--- config.mk ---
export PLATFORM = sky130hd
export DESIGN_NAME = pow2_debounce
export DESIGN_NICKNAME = d
export VERILOG_FILES = /design/src/rtl/pow2db_pkg.sv /design/src/rtl/pow2db_cfg_track.sv /design/src/rtl/pow2db_window_cnt.sv /design/src/rtl/pow2db_level_hold.sv /design/src/rtl/pow2_debounce.sv
export SDC_FILE = /design/constraint.sdc
export NUM_CORES = 1
export LEC_CHECK = 0
export ABC_AREA = 1
export BUFFER_PORTS_ARGS = -buffer_cell sky130_fd_sc_hd__clkbuf_2
export CAP_MARGIN = 20
export CORE_MARGIN = 2
export CORE_UTILIZATION = 56
export DETAILED_ROUTE_END_ITERATION = 6
export GPL_ROUTABILITY_DRIVEN = 0
export GPL_TIMING_DRIVEN = 0
export HOLD_SLACK_MARGIN = 0.02
export PLACE_DENSITY_LB_ADDON = 0.2
export SYNTH_ARGS = -nofsm -noshare
export SYNTH_HDL_FRONTEND = slang
export SYNTH_SLANG_ARGS = --single-unit
--- constraint.sdc ---
create_clock -name clk -period 2.1 [get_ports clk]
set_clock_uncertainty 0.1 [all_clocks]
set_input_delay 0.21 -clock clk [delete_from_list [all_inputs] [get_ports clk]]
set_output_delay 0.21 -clock clk [all_outputs]
set_load 0.01 [all_outputs]
--- src/rtl/pow2db_pkg.sv ---
package pow2db_pkg;

  // Number of ticks in the settling window for a given exponent code.
  function automatic logic [63:0] window_len(input int unsigned code);
    return 64'(1) << code;
  endfunction

  // Tick count after one more qualifying tick.
  function automatic logic [63:0] bump(input logic [63:0] cur);
    return cur + 64'(1);
  endfunction

endpackage

--- src/rtl/pow2db_cfg_track.sv ---
module pow2db_cfg_track #(
  parameter int CODE_W = 3
) (
  input  logic              clk,
  input  logic              rst_n,
  input  logic              en,
  input  logic [CODE_W-1:0] code,
  output logic              cfg_change
);
  localparam int CFG_W = CODE_W + 1;

  logic [CFG_W-1:0] cfg_now;
  logic [CFG_W-1:0] cfg_q;

  assign cfg_now    = {en, code};
  assign cfg_change = (cfg_now != cfg_q);

  always_ff @(posedge clk) begin
    cfg_q <= cfg_now;
  end

  logic unused_rst;
  assign unused_rst = rst_n;
endmodule

--- src/rtl/pow2db_window_cnt.sv ---
module pow2db_window_cnt #(
  parameter int CODE_W = 3,
  parameter int CNT_W  = 8
) (
  input  logic              clk,
  input  logic              rst_n,
  input  logic              clear,
  input  logic              tick,
  input  logic [CODE_W-1:0] code,
  output logic              done,
  output logic [CNT_W-1:0]  count
);
  logic [CNT_W-1:0] limit;
  logic [CNT_W-1:0] count_q;
  logic [CNT_W-1:0] count_nx;

  assign limit    = CNT_W'(pow2db_pkg::window_len(int'(code)));
  assign count_nx = CNT_W'(pow2db_pkg::bump(64'(count_q)));
  assign done     = tick && !clear && (count_nx == limit);
  assign count    = count_q;

  always_ff @(posedge clk) begin
    if (!rst_n || clear || done) begin
      count_q <= '0;
    end else if (tick) begin
      count_q <= count_nx;
    end
  end
endmodule

--- src/rtl/pow2db_level_hold.sv ---
module pow2db_level_hold (
  input  logic clk,
  input  logic rst_n,
  input  logic raw,
  input  logic en,
  input  logic load,
  output logic level_q,
  output logic filt
);
  always_ff @(posedge clk) begin
    if (!rst_n || !en || load) begin
      level_q <= raw;
    end
  end

  assign filt = en ? level_q : raw;
endmodule

--- src/rtl/pow2_debounce.sv ---
module pow2_debounce #(
  parameter int CODE_W = 3
) (
  input  logic              clk,
  input  logic              rst_n,
  input  logic              raw_in,
  input  logic              ms_tick,
  input  logic              db_enable,
  input  logic [CODE_W-1:0] db_code,
  output logic              filt_out
);
  localparam int MAX_EXP = (1 << CODE_W) - 1;
  localparam int CNT_W   = MAX_EXP + 1;

  logic             cfg_change;
  logic             held_level;
  logic             mismatch;
  logic             cnt_clear;
  logic             cnt_done;
  logic [CNT_W-1:0] cnt_val;

  assign mismatch  = (raw_in != held_level);
  assign cnt_clear = cfg_change || !db_enable || !mismatch;

  pow2db_cfg_track #(.CODE_W(CODE_W)) u_cfg (
    .clk       (clk),
    .rst_n     (rst_n),
    .en        (db_enable),
    .code      (db_code),
    .cfg_change(cfg_change)
  );

  pow2db_window_cnt #(.CODE_W(CODE_W), .CNT_W(CNT_W)) u_cnt (
    .clk  (clk),
    .rst_n(rst_n),
    .clear(cnt_clear),
    .tick (ms_tick),
    .code (db_code),
    .done (cnt_done),
    .count(cnt_val)
  );

  pow2db_level_hold u_hold (
    .clk    (clk),
    .rst_n  (rst_n),
    .raw    (raw_in),
    .en     (db_enable),
    .load   (cnt_done),
    .level_q(held_level),
    .filt   (filt_out)
  );
endmodule

==> results of run 1 <==
layer usage:
metal  GRT usage (%)  vias up
met1            30.1      436
met5               0        -
met3            2.45        5
met4            16.4        0
li1                -      505
met2            36.5       11
power by group through the flow:
stage	sequential (µW)	clock, µW	combinational [µW]
floorplan	265	0	46.8
global placement	265	0	64.5
detailed placement	266	0	65.5
CTS	260	163	71.8
global route	260	174	82.2
finish	260	160	72.7
cell usage in the layout (no fill, tap or decap), drive strengths merged:
cell / n
mux2i: 1
mux2: 1
dfxtp: 12
nand3: 21
clkbuf: 12
nand4: 1
xnor2: 1
nand3b: 3
nor3b: 1
buf: 1
or2: 1
o21ai: 7
o21bai: 1
dlygate4sd3: 4
nand2: 54
edfxtp: 1
inv: 19
ha: 1
nor3: 1
nor2: 22
cells by family (layout without fill, tap and decap cells):
logic type,Yosys count,after routing
compound gates,8,8
xor+xnor,1,1
fa+ha+maj,1,1
buf+inv,21,36
flops,13,13
mux,2,2
simple gates,104,104
worst max-delay path, delay by kind of cell:
kind,cells,cell delay [ns]
and+or+nand+nor,9,0.78
buffers and inverters,3,0.79
per-stage QoR:
step	hold WS [ns]	setup WS, ns	util [%]	area (µm²)
2_1_floorplan	0.138	0.427	-	902
3_3_place_gp	0.240	0.291	63.5	957
3_5_place_dp	0.243	0.240	63.5	957
4_1_cts	0.0395	0.231	67.9	1020
5_1_grt	0.0408	0.0405	67.9	1020
6_report	0.0444	0.211	67.9	1020
state kept, by name, indices dropped and copies added, names as in the netlist:
register        count
u_cnt.count         8
u_hold.level_q      1
u_cfg.cfg_q         4
repair_timing:
item / in CTS / in global routing
hold buffers: 4 / 0
endpoints found under the hold margin: 4 / 0
setup buffers: 0 / 0
worst min-delay path by stage:
stage / from / endpoint / slack [ns] / depth (start not counted)
floorplan: db_code[0] / u_cfg.cfg_q[0] / 0.14 / 0
global placement: db_code[1] / u_cfg.cfg_q[1] / 0.24 / 1
detailed placement: db_code[1] / u_cfg.cfg_q[1] / 0.24 / 1
CTS: raw_in / u_hold.level_q / 0.04 / 1
global route: raw_in / u_hold.level_q / 0.04 / 1
finish: raw_in / u_hold.level_q / 0.04 / 1
final cells by class:
cell class / count / area share (%)
Multi-Input combinational cell: 116 / 53.3
Sequential cell: 13 / 26.4
Timing Repair Buffer: 11 / 7.33
Inverter: 19 / 6.97
Clock buffer: 4 / 2.57
Tap cell: 16 / 1.96
Buffer: 2 / 1.47
==> results.ini, run 1 <==
[place]
dp.final_hpwl_um=1480
dp_cells=173
io_buffers=7

[pwr]
power.clock.fraction_pct=32.5
p_int_uw=362
switching_share_pct=26.5
leakage_uw=0.000490
comb_power_share_pct=14.7
powerDensity_nw_per_um2=481
seq_power_share_pct=52.7
ir_drop_mv=0.406
p_switching_uw=131
finalPower_uw=493

[synthesis]
synth_edf_count=1
yosysSeqAreaShare_pct=30.0
synthMuxAreaShare_pct=2.36
yosysUniqueCellTypes=23
synth_common_cells=nand2_1 (53), nand3_1 (20), nor2_1 (18)
synthAdderAreaFrac_pct=1.39
synth_area_leaders=dfxtp_1 (27%), nand2_1 (22%), nand3_1 (11%)
synthSimpleGateAreaFrac_pct=51.0
synthesis.nets=159
yosysWarnings=0
synthCells=150
synth_compound_area_share_pct=4.72
synth-xor-area-share_pct=0.971
synth.ff_latch_count=13
async_flop_share_pct=0
synth_top_area_share_pct=26.6
yosysMostFrequentCell=nand2_1
synth_top_area_cell=dfxtp_1
synthFlopType=dfxtp_1
syn-mean-instance-area_um2=6.01
synth_top_family_by_area=simple AND/OR/NAND/NOR gates
synth_area_um2=902

[cts]
root_buffer=clkbuf_4
clk_latency_ns=0.28
clkTransAtPathRegs_ns=0.08
post_cts_resized=0
cts_tree=built
clockBufferDepth=2
cts_sinks=13
cts_max_level=1
cts_buffers=3

[setup_path]
critical_path_peak_fanout=8
worst-r2r-cell-count=9
crit_type=input pin to flop
worstPathCellList=dlygate4sd3_1 -> clkbuf_2 -> buf_6 -> nor2_1 -> nand2_1 -> nand2_1 -> nand2_1 -> nor2_1 -> nand2_1 -> nor2_2 -> nand3_2 -> nand3_1
r2r_start=u_cnt.count[0]
worst_ep_required_time_ns=2.00
critPathLaunch=db_code[1]
worstSetupStartpointType=input pin
crit_slowest_cell=dlygate4sd3_1
crit_end=u_hold.level_q
arrival_ns=1.79
max_stage_delay_ns=0.54
crit_top_cell=nand2_1
r2r_end=u_hold.level_q
ff2ff_setup_slack_ns=0.22
cp-end-kind=flop

[timing]
final.min_clock_period_ns=1.89
slew_headroom_pct=73.0
setup_tns_ns=0
period_share_pct=90.0
setup_viol=0
fmax_mhz=529
rsz0062_at_grt=no
worstMarginPinSlew_ns=0.404
slew_violations=0
hold_viol=0

[final_layout]
fillers=140
syn2layout_area_growth_pct=13.5
drive_gt1_share_pct=13.3
seq_area_um2=270
fin_cells=181
final_net_count=175
num_antenna_cells=0
multi_input_area_um2=546

[drt]
wl_met2_um=925
routedWlPerCell_um=10.9
postRouteAntennaNets=0
routed_wl_um=1970
wl_met3_um=38
firstDrtPassIters=4
drt-initial-drc-count=15
top_layer_used=met4
viasPerCell=5.29
drt_drc_violations_left=0
vias=957
wl_met1_um=963

[job]
drv_cap=0

[global_route]
grt_max_degree=9
grt_overflow=0
grt_pass1_vias=852
antenna_found_initial=0
grt_pass1_wl_um=3350
grtUsageTotal_pct=23.4

[floorplanning]
die_x_um=44.1
rows=14
core_um2=1510
ios=9
fp.dieH_um=44.1
start_util_pct=59.9
design.die.area_um2=1950

[hold_path]
hold_class=input pin to flop

[outcome]
status=finished clean

Note: power is estimated with default switching activity, not from simulation.
==> inputs of run 2 (changes only) <==
CORE_UTILIZATION = 60   (was 56)
CTS_BUF_LIST = sky130_fd_sc_hd__clkbuf_4   (was unset)
==> results.ini, run 2 (same netlist as run 1, synthesis figures left out) <==
[pwr]
ir_drop_mv=0.448  ; +10%
powerDensity_nw_per_um2=495  ; +2.8%
leakage_uw=0.000490  ; -0.15%

[drt]
firstDrtPassIters=5  ; +1
drt-initial-drc-count=42  ; +27
drt_drc_violations_left=0  ; unchanged
vias=980  ; +2.4%
routedWlPerCell_um=11.1  ; +1.8%
postRouteAntennaNets=0  ; unchanged
viasPerCell=5.47  ; +3.5%
routed_wl_um=1980  ; +0.66%

[global_route]
grt_overflow=0  ; unchanged
use_met3_pct=3.83  ; +1.4 points
grt_pass1_wl_um=3490  ; +4.1%
use_met2_pct=41.8  ; +5.3 points
grt_util_met1_pct=31.3  ; +1.2 points
busiest_layer=met2
grt_max_degree=9  ; unchanged
grtUsageTotal_pct=25.1  ; +1.7 points
antenna_found_initial=0  ; unchanged
grt_pass1_vias=898  ; +5.4%

[timing]
fmax_mhz=526  ; -0.67%
setup_viol=0  ; unchanged
period_share_pct=90.6  ; +0.61 points
setup_tns_ns=0  ; unchanged
slew_violations=0  ; unchanged
final.min_clock_period_ns=1.90  ; +0.0128 ns
rsz0062_at_grt=no
worstMarginPinSlew_ns=0.405  ; +0.0000112 ns
hold_viol=0  ; unchanged
slew_headroom_pct=73.0  ; about the same

[final_layout]
seq_area_um2=270  ; unchanged
largest_reg_flops=8  ; unchanged
final_net_count=174  ; -0.57%
final_cell_area_um2=1020  ; -0.73%
drive_gt1_share_pct=14.0  ; +0.69 points
fillers=111  ; -21%
multi_input_area_um2=546  ; unchanged
fin_cells=179  ; -1.1%
mostFrequentLayoutCell=nand2_1
num_antenna_cells=0  ; unchanged
final_cell_mix=nand2_1 (53), nand3_1 (20), nor2_1 (18)
syn2layout_area_growth_pct=12.6

[setup_path]
worst_ep_required_time_ns=2.00  ; about the same
crit_slowest_cell=dlygate4sd3_1
worstSetupStartpointType=input pin
worstPathCellList=dlygate4sd3_1 -> clkbuf_2 -> buf_6 -> nor2_1 -> nand2_1 -> nand2_1 -> nand2_1 -> nor2_1 -> nand2_1 -> nor2_2 -> nand3_2 -> nand3_1
arrival_ns=1.81  ; +0.02 ns
crit_type=input pin to flop
max_stage_delay_ns=0.54  ; about the same
cp-end-kind=flop
critical_path_peak_fanout=8  ; unchanged
crit_top_cell=nand2_1
ff2ff_setup_slack_ns=0.23  ; about the same

[place]
place_area_um2=956  ; -0.13%
dp_cells=172  ; -0.58%
dp.final_hpwl_um=1480  ; about the same
io_buffers=7  ; unchanged

[floorplanning]
core_um2=1350  ; -10%
design.die.area_um2=1830  ; -6.1%
die_x_um=42.8  ; -3.1%
fp.dieH_um=42.8  ; -3.1%
ios=9  ; unchanged
start_util_pct=66.8  ; +6.9 points
rows=13  ; -1

[cts]
postCtsSetupBuffers=0  ; unchanged
cts_max_level=1  ; unchanged
cts_buffers=3  ; unchanged
cts_tree=built
clk_latency_ns=0.28  ; about the same
cts_sinks=13  ; unchanged
clockBufferDepth=2  ; unchanged
root_buffer=clkbuf_4
clkTransAtPathRegs_ns=0.08  ; about the same

[hold_path]
hold_class=input pin to flop

[outcome]
status=finished clean

[job]
drv_cap=0  ; unchanged

[run 2: changes by cell type in the layout (fill, tap and decap cells not counted), sizes merged]
cell and delta:
dlygate4sd3 -1
[run 2: critical path: cells and delay by family]
kind | cells | cell delay [ns]
buf+inv | 3 | 0.79
simple gates | 9 | 0.79
[run 2: path summary, 6_finish.rpt]
check	startpoint	end	depth (start not counted)
worst max-delay path	db_code[1]	u_hold.level_q	12
worst min register to register	u_cnt.count[7]	u_cnt.count[7]	4
worst min-delay path	db_code[0]	u_cfg.cfg_q[0]	1
worst max register to register	u_cnt.count[0]	u_hold.level_q	9
[run 2: layout make-up]
type	count	area share [%]
multi-input combinational	116	53.7
sequential	13	26.6
inverter	19	7.02
timing repair buffer	10	6.40
clock buffer	4	2.96
tap	15	1.85
buffer	2	1.48
[run 2: what timing repair did]
action                    4_1_cts  5_1_grt
gates resized for setup         0        0
hold buffers                    3        0
hold endpoints to repair        3        0
[run 2: per-layer routing]
layer	vias up	routed length [µm]
met1	426	889
li1	504	-
met2	46	938
met3	4	118
met5	-	0
met4	0	32
[run 2: where the power goes]
part | leakage [µW] | internal, µW | switching (µW) | total [µW]
Combinational | 0.000363 | 30.9 | 41.4 | 72.2
Clock | 0.0000184 | 86.6 | 84.3 | 171
Sequential | 0.000108 | 256 | 3.83 | 260
Total | 0.000490 | 373 | 130 | 503
[run 2: through the flow]
step / power (µW) / setup slack (ns) / hold WS [ns] / utilization (%)
after global routing: 524 / 0.0230 / 0.0429 / 75.3
after floorplan: 311 / 0.427 / 0.138 / -
final: 503 / 0.198 / 0.0332 / 75.3
after CTS: 506 / 0.229 / 0.0264 / 75.3
after detailed placement: 332 / 0.245 / 0.254 / 70.8
after global placement: 330 / 0.278 / 0.239 / 70.8
